File: src/rtl/casc_fir9_pkg.sv
package casc_fir9_pkg;
   // clock edges from sample capture to the output register
   localparam int LAT_SAMPLE  = 5;
   // clock edges from cascade capture to the output register
   localparam int LAT_CASCADE = 4;

   // accumulator width that holds every product, the sum growth and the cascade word
   function automatic int acc_width(input int prod_w, input int taps,
                                    input int cas_w, input int align);
      int a;
      int b;
      a = prod_w + $clog2(taps) + 1;
      b = cas_w + align + 1;
      return (a > b) ? a : b;
   endfunction
endpackage

File: src/rtl/casc_fir9_coef_bank.sv
module casc_fir9_coef_bank #(
   parameter int TAPS   = 9,
   parameter int COEF_W = 10,
   parameter int ADDR_W = 4
) (
   input  logic                         clk,
   input  logic                         rst_n,
   input  logic                         wr_en,
   input  logic [ADDR_W-1:0]            wr_addr,
   input  logic [COEF_W-1:0]            wr_data,
   output logic [TAPS-1:0][COEF_W-1:0]  coef_q,
   output logic                         coef_zero
);
   localparam logic [ADDR_W-1:0] LAST_ADDR = ADDR_W'(TAPS - 1);

   if ((1 << ADDR_W) < TAPS) begin : g_bad_addr
      $error("coefficient address too narrow for the tap count");
   end

   always_ff @(posedge clk or negedge rst_n) begin
      if (!rst_n) begin
         coef_q <= '0;
      end else if (wr_en) begin
         for (int t = 0; t < TAPS; t++) begin
            if (wr_addr == ADDR_W'(t)) coef_q[t] <= wr_data;
         end
      end
   end

   assign coef_zero = (coef_q == '0);

   // a write to an address outside the slot range changes nothing
   assert_far_addr_ignored_R3: assert property (@(posedge clk) disable iff (!rst_n)
      (wr_en && (wr_addr > LAST_ADDR)) |=> $stable(coef_q));

   // an in-range write lands in the addressed slot
   assert_coef_write_R2: assert property (@(posedge clk) disable iff (!rst_n)
      (wr_en && (wr_addr <= LAST_ADDR)) |=> (coef_q[$past(wr_addr)] == $past(wr_data)));
endmodule

File: src/rtl/casc_fir9_tapline.sv
module casc_fir9_tapline #(
   parameter int TAPS   = 9,
   parameter int DATA_W = 12,
   parameter int COEF_W = 10,
   parameter int PROD_W = DATA_W + COEF_W
) (
   input  logic                         clk,
   input  logic                         rst_n,
   input  logic [DATA_W-1:0]            sample_in,
   input  logic [TAPS-1:0][COEF_W-1:0]  coef,
   output logic [TAPS-1:0][PROD_W-1:0]  prod_q
);
   logic [TAPS-1:0][DATA_W-1:0] tap_q;
   logic signed [PROD_W-1:0]    mul [TAPS];

   if (PROD_W < DATA_W + COEF_W) begin : g_bad_prod
      $error("product width cannot hold a full product");
   end

   // tap 0 is the input register; each edge moves every sample one tap on
   always_ff @(posedge clk or negedge rst_n) begin
      if (!rst_n) begin
         tap_q <= '0;
      end else begin
         tap_q[0] <= sample_in;
         for (int t = 1; t < TAPS; t++) tap_q[t] <= tap_q[t-1];
      end
   end

   for (genvar t = 0; t < TAPS; t++) begin : g_mul
      assign mul[t] = PROD_W'($signed(tap_q[t])) * PROD_W'($signed(coef[t]));
   end

   always_ff @(posedge clk or negedge rst_n) begin
      if (!rst_n) begin
         prod_q <= '0;
      end else begin
         for (int t = 0; t < TAPS; t++) prod_q[t] <= mul[t];
      end
   end
endmodule

File: src/rtl/casc_fir9_sumtree.sv
module casc_fir9_sumtree #(
   parameter int TAPS       = 9,
   parameter int PROD_W     = 22,
   parameter int ACC_W      = 27,
   parameter int GROUP      = 3,
   parameter bit SPLIT_TREE = 1'b1
) (
   input  logic                         clk,
   input  logic                         rst_n,
   input  logic [TAPS-1:0][PROD_W-1:0]  prod,
   output logic signed [ACC_W-1:0]      total_q
);
   if (ACC_W < PROD_W + $clog2(TAPS) + 1) begin : g_bad_acc
      $error("accumulator width too small for the tap count");
   end

   if (SPLIT_TREE) begin : g_split
      localparam int NGRP = TAPS / GROUP;
      logic signed [ACC_W-1:0] grp_d [NGRP];
      logic signed [ACC_W-1:0] grp_q [NGRP];
      logic signed [ACC_W-1:0] all_d;

      if (TAPS % GROUP != 0) begin : g_bad_group
         $error("tap count must be a multiple of the group size");
      end

      always_comb begin
         for (int g = 0; g < NGRP; g++) begin
            grp_d[g] = '0;
            for (int k = 0; k < GROUP; k++) begin
               grp_d[g] = grp_d[g] + ACC_W'($signed(prod[g*GROUP + k]));
            end
         end
      end

      always_ff @(posedge clk or negedge rst_n) begin
         if (!rst_n) begin
            for (int g = 0; g < NGRP; g++) grp_q[g] <= '0;
         end else begin
            for (int g = 0; g < NGRP; g++) grp_q[g] <= grp_d[g];
         end
      end

      always_comb begin
         all_d = '0;
         for (int g = 0; g < NGRP; g++) all_d = all_d + grp_q[g];
      end

      always_ff @(posedge clk or negedge rst_n) begin
         if (!rst_n) total_q <= '0;
         else        total_q <= all_d;
      end
   end else begin : g_flat
      logic signed [ACC_W-1:0] full_d;
      logic signed [ACC_W-1:0] full_q;

      always_comb begin
         full_d = '0;
         for (int t = 0; t < TAPS; t++) full_d = full_d + ACC_W'($signed(prod[t]));
      end

      // the second stage only retimes, keeping the latency of the split tree
      always_ff @(posedge clk or negedge rst_n) begin
         if (!rst_n) begin
            full_q  <= '0;
            total_q <= '0;
         end else begin
            full_q  <= full_d;
            total_q <= full_q;
         end
      end
   end
endmodule

File: src/rtl/casc_fir9_casround.sv
module casc_fir9_casround #(
   parameter int CAS_W   = 16,
   parameter int ACC_W   = 27,
   parameter int ALIGN   = 5,
   parameter int CAS_PRE = 3
) (
   input  logic                     clk,
   input  logic                     rst_n,
   input  logic [CAS_W-1:0]         cascade_in,
   input  logic signed [ACC_W-1:0]  total,
   output logic [CAS_W-1:0]         cascade_out
);
   localparam logic signed [ACC_W-1:0] HALF = ACC_W'(1 << (ALIGN - 1));

   logic [CAS_W-1:0]        cas_pipe [CAS_PRE];
   logic signed [ACC_W-1:0] cas_al;
   logic signed [ACC_W-1:0] acc_q;

   if (ALIGN < 1) begin : g_bad_align
      $error("coefficient fraction must exceed the cascade fraction");
   end
   if (CAS_PRE < 1) begin : g_bad_pre
      $error("cascade path needs at least one capture register");
   end
   if (ACC_W < CAS_W + ALIGN + 1) begin : g_bad_acc
      $error("accumulator too narrow for the aligned cascade word");
   end

   always_ff @(posedge clk or negedge rst_n) begin
      if (!rst_n) cas_pipe[0] <= '0;
      else        cas_pipe[0] <= cascade_in;
   end

   for (genvar s = 1; s < CAS_PRE; s++) begin : g_cas_dly
      always_ff @(posedge clk or negedge rst_n) begin
         if (!rst_n) cas_pipe[s] <= '0;
         else        cas_pipe[s] <= cas_pipe[s-1];
      end
   end

   assign cas_al = ACC_W'($signed(cas_pipe[CAS_PRE-1])) <<< ALIGN;

   always_ff @(posedge clk or negedge rst_n) begin
      if (!rst_n) begin
         acc_q       <= '0;
         cascade_out <= '0;
      end else begin
         acc_q       <= total + cas_al;
         cascade_out <= CAS_W'((acc_q + HALF) >>> ALIGN);
      end
   end
endmodule

File: src/rtl/casc_fir9.sv
module casc_fir9
   import casc_fir9_pkg::*;
#(
   parameter int TAPS       = 9,
   parameter int DATA_W     = 12,
   parameter int COEF_W     = 10,
   parameter int CAS_W      = 16,
   parameter int CAS_FRAC   = 4,
   parameter int GROUP      = 3,
   parameter bit SPLIT_TREE = 1'b1,
   localparam int ADDR_W    = $clog2(TAPS)
) (
   input  logic              clk,
   input  logic              rst_n,
   input  logic              coef_we,
   input  logic [ADDR_W-1:0] coef_addr,
   input  logic [COEF_W-1:0] coef_wdata,
   input  logic [DATA_W-1:0] sample_in,
   input  logic [CAS_W-1:0]  cascade_in,
   output logic [CAS_W-1:0]  cascade_out
);
   localparam int COEF_FRAC = COEF_W - 1;
   localparam int ALIGN     = COEF_FRAC - CAS_FRAC;
   localparam int PROD_W    = DATA_W + COEF_W;
   localparam int ACC_W     = acc_width(PROD_W, TAPS, CAS_W, ALIGN);
   localparam int CAS_PRE   = LAT_CASCADE - 1;

   if (TAPS < 2) begin : g_bad_taps
      $error("at least two taps are required");
   end
   if (CAS_FRAC >= COEF_FRAC) begin : g_bad_frac
      $error("cascade fraction must be narrower than the coefficient fraction");
   end

   logic [TAPS-1:0][COEF_W-1:0] coef_bus;
   logic                        coef_zero;
   logic [TAPS-1:0][PROD_W-1:0] prod_bus;
   logic signed [ACC_W-1:0]     total;

   casc_fir9_coef_bank #(
      .TAPS(TAPS), .COEF_W(COEF_W), .ADDR_W(ADDR_W)
   ) u_coef (
      .clk(clk), .rst_n(rst_n), .wr_en(coef_we), .wr_addr(coef_addr),
      .wr_data(coef_wdata), .coef_q(coef_bus), .coef_zero(coef_zero)
   );

   casc_fir9_tapline #(
      .TAPS(TAPS), .DATA_W(DATA_W), .COEF_W(COEF_W), .PROD_W(PROD_W)
   ) u_taps (
      .clk(clk), .rst_n(rst_n), .sample_in(sample_in), .coef(coef_bus),
      .prod_q(prod_bus)
   );

   casc_fir9_sumtree #(
      .TAPS(TAPS), .PROD_W(PROD_W), .ACC_W(ACC_W), .GROUP(GROUP),
      .SPLIT_TREE(SPLIT_TREE)
   ) u_sum (
      .clk(clk), .rst_n(rst_n), .prod(prod_bus), .total_q(total)
   );

   casc_fir9_casround #(
      .CAS_W(CAS_W), .ACC_W(ACC_W), .ALIGN(ALIGN), .CAS_PRE(CAS_PRE)
   ) u_out (
      .clk(clk), .rst_n(rst_n), .cascade_in(cascade_in), .total(total),
      .cascade_out(cascade_out)
   );

   // run of consecutive edges with every coefficient zero, saturating at 7
   logic [2:0] zero_run;
   always_ff @(posedge clk or negedge rst_n) begin
      if (!rst_n)                zero_run <= '0;
      else if (!coef_zero)       zero_run <= '0;
      else if (zero_run != 3'd7) zero_run <= zero_run + 3'd1;
   end

   // output is clear on the first edge out of reset
   assert_reset_clear_R1: assert property (@(posedge clk) disable iff (!rst_n)
      $rose(rst_n) |-> (cascade_out == '0));

   // zero coefficients produce zero products
   assert_zero_coef_prod_R6: assert property (@(posedge clk) disable iff (!rst_n)
      (zero_run != 3'd0) |-> (prod_bus == '0));

   // with the taps silent the cascade word passes through four edges later
   assert_cascade_pass_R5: assert property (@(posedge clk) disable iff (!rst_n)
      (zero_run == 3'd7) |-> (cascade_out == $past(cascade_in, 5)));
endmodule

File: config.mk
export PLATFORM = sky130hd
export DESIGN_NAME = casc_fir9
export DESIGN_NICKNAME = d
export VERILOG_FILES = /design/src/rtl/casc_fir9_pkg.sv /design/src/rtl/casc_fir9_coef_bank.sv /design/src/rtl/casc_fir9_tapline.sv /design/src/rtl/casc_fir9_sumtree.sv /design/src/rtl/casc_fir9_casround.sv /design/src/rtl/casc_fir9.sv
export SDC_FILE = /design/constraint.sdc
export NUM_CORES = 2
export LEC_CHECK = 0
export ABC_AREA = 1
export ABC_CLOCK_PERIOD_IN_PS = 4400
export BUFFER_PORTS_ARGS = -buffer_cell sky130_fd_sc_hd__buf_4
export CAP_MARGIN = 20
export CORE_MARGIN = 2
export CORE_UTILIZATION = 60
export CTS_CLUSTER_SIZE = 25
export DETAILED_ROUTE_END_ITERATION = 7
export HOLD_SLACK_MARGIN = 0.1
export PLACE_DENSITY = 0.75
export SLEW_MARGIN = 0
export SYNTH_ARGS = -nofsm -noshare
export SYNTH_HDL_FRONTEND = slang
export SYNTH_SLANG_ARGS = --single-unit
File: constraint.sdc
create_clock -name clk -period 4.4 [get_ports clk]
set_clock_uncertainty 0.2 [all_clocks]
set_input_delay 0.88 -clock clk [delete_from_list [all_inputs] [get_ports clk]]
set_output_delay 0.88 -clock clk [all_outputs]
set_load 0.1 [all_outputs]
==> metrics <==
outcome=finished with violations; failing checks=negative setup slack; Hold Path Sink=u_taps.tap_q[9]; reg2reg start=u_taps.tap_q[33]; dpl cell area=73130 um2; Min-Delay Path Class=in2reg; DRT Pass-1 Iters=6; Iter 0 DRT Violations=4679; routed wire length=between 150000 and 200000 um; Crit. End Element=flop; Worst Path Required=between 4 and 5 ns; CTS Sinks=approximately 550; final setup margin=-0.5600 ns; placed wire-length estimate=141000 um; Die ar.=110500 um2; Overflow after GRT=0; Area contributors post-synth=fa_1 31%, dfrtp_1 21%, nand2_1 12%; Mapped Cells=7753; synthesized area per cell=8.349 um2; Core Region=107100 um2; Critical Path AT=5.35 ns; HP Start=sample_in[9]; Inserted Clock Buffers=67; Fillers=6457; post-synthesis sequential area ratio=0.2118; most common cell in the netlist=nand2_1; Relative slew margins=0.2043; synth warn=0; largest area contributor in the synthesized netlist=fa_1; layout cell share with drive strength beyond 1=0.2882; final core utilization=0.7841; starting density of the core=0.6047; post-route ant nets=0; Die H=332.5 um; root buffer cell=clkbuf_16; hold path cells=1; port bufs=60; gp weighted congestion=0.9671; DRC=0; Netlist Area Pre-Place=between 60000 and 70000 um2; row cnt=120; Synth Flop Type=dfrtp_1; Final Setup Violations=116; Overall Global Routing Usage=0.3358; H-tree depth=3; Synth Register Bits=548; Critical R2R Capture=u_taps.prod_q[64]; clock transition at the registers of the reported paths=0.07 ns; critical path class=reg2reg; Sequential Area=13880 um2; initial antenna violation count=11; max cap viols=0; fin crit share=1.127; Final Hold Fails=0; first-pass GRT wire length=293800 um; Worst R2R Setup Slack=-0.56 ns; design area=83940 um2; share of the synthesized area in the top cell type=0.3123; Synth top cells by count=2021 x nand2_1, 1950 x inv_1, 1010 x fa_1; unrepaired setup endpoints after global routing=yes; Min Clock Period, post-route=4.960 ns; area of the multi-input gates=about 49000 um2; via count=55210; number of library cell types mapped by synthesis=41; Worst Reg-to-Reg Cells=21; vias in the first global route=56800; number of synthesized flops with an enable pin=0; Fmax=0.2016 GHz; CTS tree=yes; largest net degree at the start of global routing=between 100 and 150; routed len/inst=19.36 um; die width=332.5 um; Worst-Skew Late Latency=0.67 ns; Top Ports=about 60; final net count=between 10000 and 15000; CP Launch Type=flop; Clock Path Buffers=3; asr flop ratio synth=1.000; Area Overhead vs Synth=29.67%; Net Count, Synth=between 9000 and 10000; crit path max fanout=4; vias per cell=5.418; Slew Limit Fails=0; Worst-Margin Slew=1.192 ns
flip-flops by register name (all words and copies together) (netlist names):
name,flops
u_coef.coef_q,90
u_out.acc_q,17
u_out.cas_al,16
u_out.cas_pipe,32
u_out.cascade_out,16
u_sum.g_split.grp_q,63
u_sum.total_q,17
u_taps.prod_q,189
u_taps.tap_q,108
repair_timing:
action,in CTS,in global routing
pin swaps,306,516
endpoints found under the hold margin,44,0
buffers inserted,186,154
hold buffers,15,0
setup endpoints to repair,124,126
resized for setup,711,871
layout make-up:
class / instances / area share
tap: 1403 / 0.02091
inverter: 1950 / 0.08753
clock inverter: 44 / 0.007140
multi-input combinational: 5037 / 0.5815
antenna: 19 / 0.0005664
clock buffer: 79 / 0.02087
timing repair buffer: 1110 / 0.1161
sequential: 548 / 0.1654
worst max-delay path: stages (launching register included):
cell and delay, ns:
dfrtp_2 0.44, buf_6 0.12, buf_4 0.12, nand2_2 0.06, fa_1 0.54, inv_1 0.05, fa_1 0.55, fa_1 0.45
fa_1 0.54, inv_1 0.07, fa_1 0.50, inv_2 0.05, ha_4 0.28, nand2_4 0.13, inv_1 0.08, a21oi_2 0.15
nand2_1 0.10, nand2_1 0.11, nand2_1 0.07, nor2_1 0.13, nand3_1 0.09, nand2_1 0.07
cells in the final DEF, fill, tap and decap left out, types with 31 or more instances in the layout:
cell type  synthesis  final
inv_1           1950   1744
nand2_1         2021   1696
fa_1            1010    942
buf_4              7    827
dfrtp_1          548    411
ha_1             551    405
buf_6              0    224
nand2_2            6    216
nor2_1           306    199
inv_2              0    196
nand3_1          245    194
o21ai_0          207    152
xor2_1           178    145
ha_4               0    143
dfrtp_2            0    137
a21oi_1          256    130
nand2_4            0    107
a21oi_2            0     80
nor2_4             2     68
fa_2               0     68
clkbuf_16          0     67
nand3_2            4     50
a21oi_4            0     46
nand4_1           45     45
nor2_2             2     43
xnor2_1           39     38
buf_12             0     37
o21ai_2            1     31
xor2_2             0     31
worst max path at each step:
stage | from | end | slack (ns) | depth (start not counted)
2_1_floorplan | u_coef.coef_q[79] | u_taps.prod_q[174] | -0.21 | 19
3_5_place_dp | u_taps.tap_q[93] | u_taps.prod_q[170] | -0.64 | 16
6_report | u_taps.tap_q[33] | u_taps.prod_q[64] | -0.56 | 21
4_1_cts | u_taps.tap_q[23] | u_taps.prod_q[42] | -0.43 | 19
5_1_grt | u_coef.coef_q[39] | u_taps.prod_q[84] | -0.73 | 21
3_3_place_gp | u_taps.tap_q[93] | u_taps.prod_q[170] | -0.64 | 16
logic make-up after synthesis:
group / after synthesis / share of synthesized area
buf+inv: 2168 / 0.1262
flops: 548 / 0.2118
compound gates: 538 / 0.04459
simple gates: 2720 / 0.1689
xor+xnor: 218 / 0.02961
fa+ha+maj: 1561 / 0.4188
through the flow:
step | setup WS (ns) | hold slack [ns] | TNS, ns | std cells
2_1_floorplan | -0.2090 | 0.1312 | -2.642 | 7753
3_3_place_gp | -0.6395 | 0.1333 | -39.71 | 9704
3_5_place_dp | -0.6425 | 0.1347 | -44.88 | 9707
4_1_cts | -0.4283 | 0.1001 | -24.38 | 10030
5_1_grt | -0.7295 | 0.1120 | -53.81 | 10180
6_report | -0.5600 | 0.1311 | -37.83 | 10190
metal layers:
layer	global-route usage	part of all wire	wire length, um
met1	0.4407	0.38	75050
met4	0.1325	0.050	9960
met2	0.5619	0.49	96490
met3	0.05253	0.080	15770
met5	0	0.000071	14
Power is left out: the tool's default activity adds up to more than one toggle a clock period on the data nets, which glitch-free logic cannot reach.
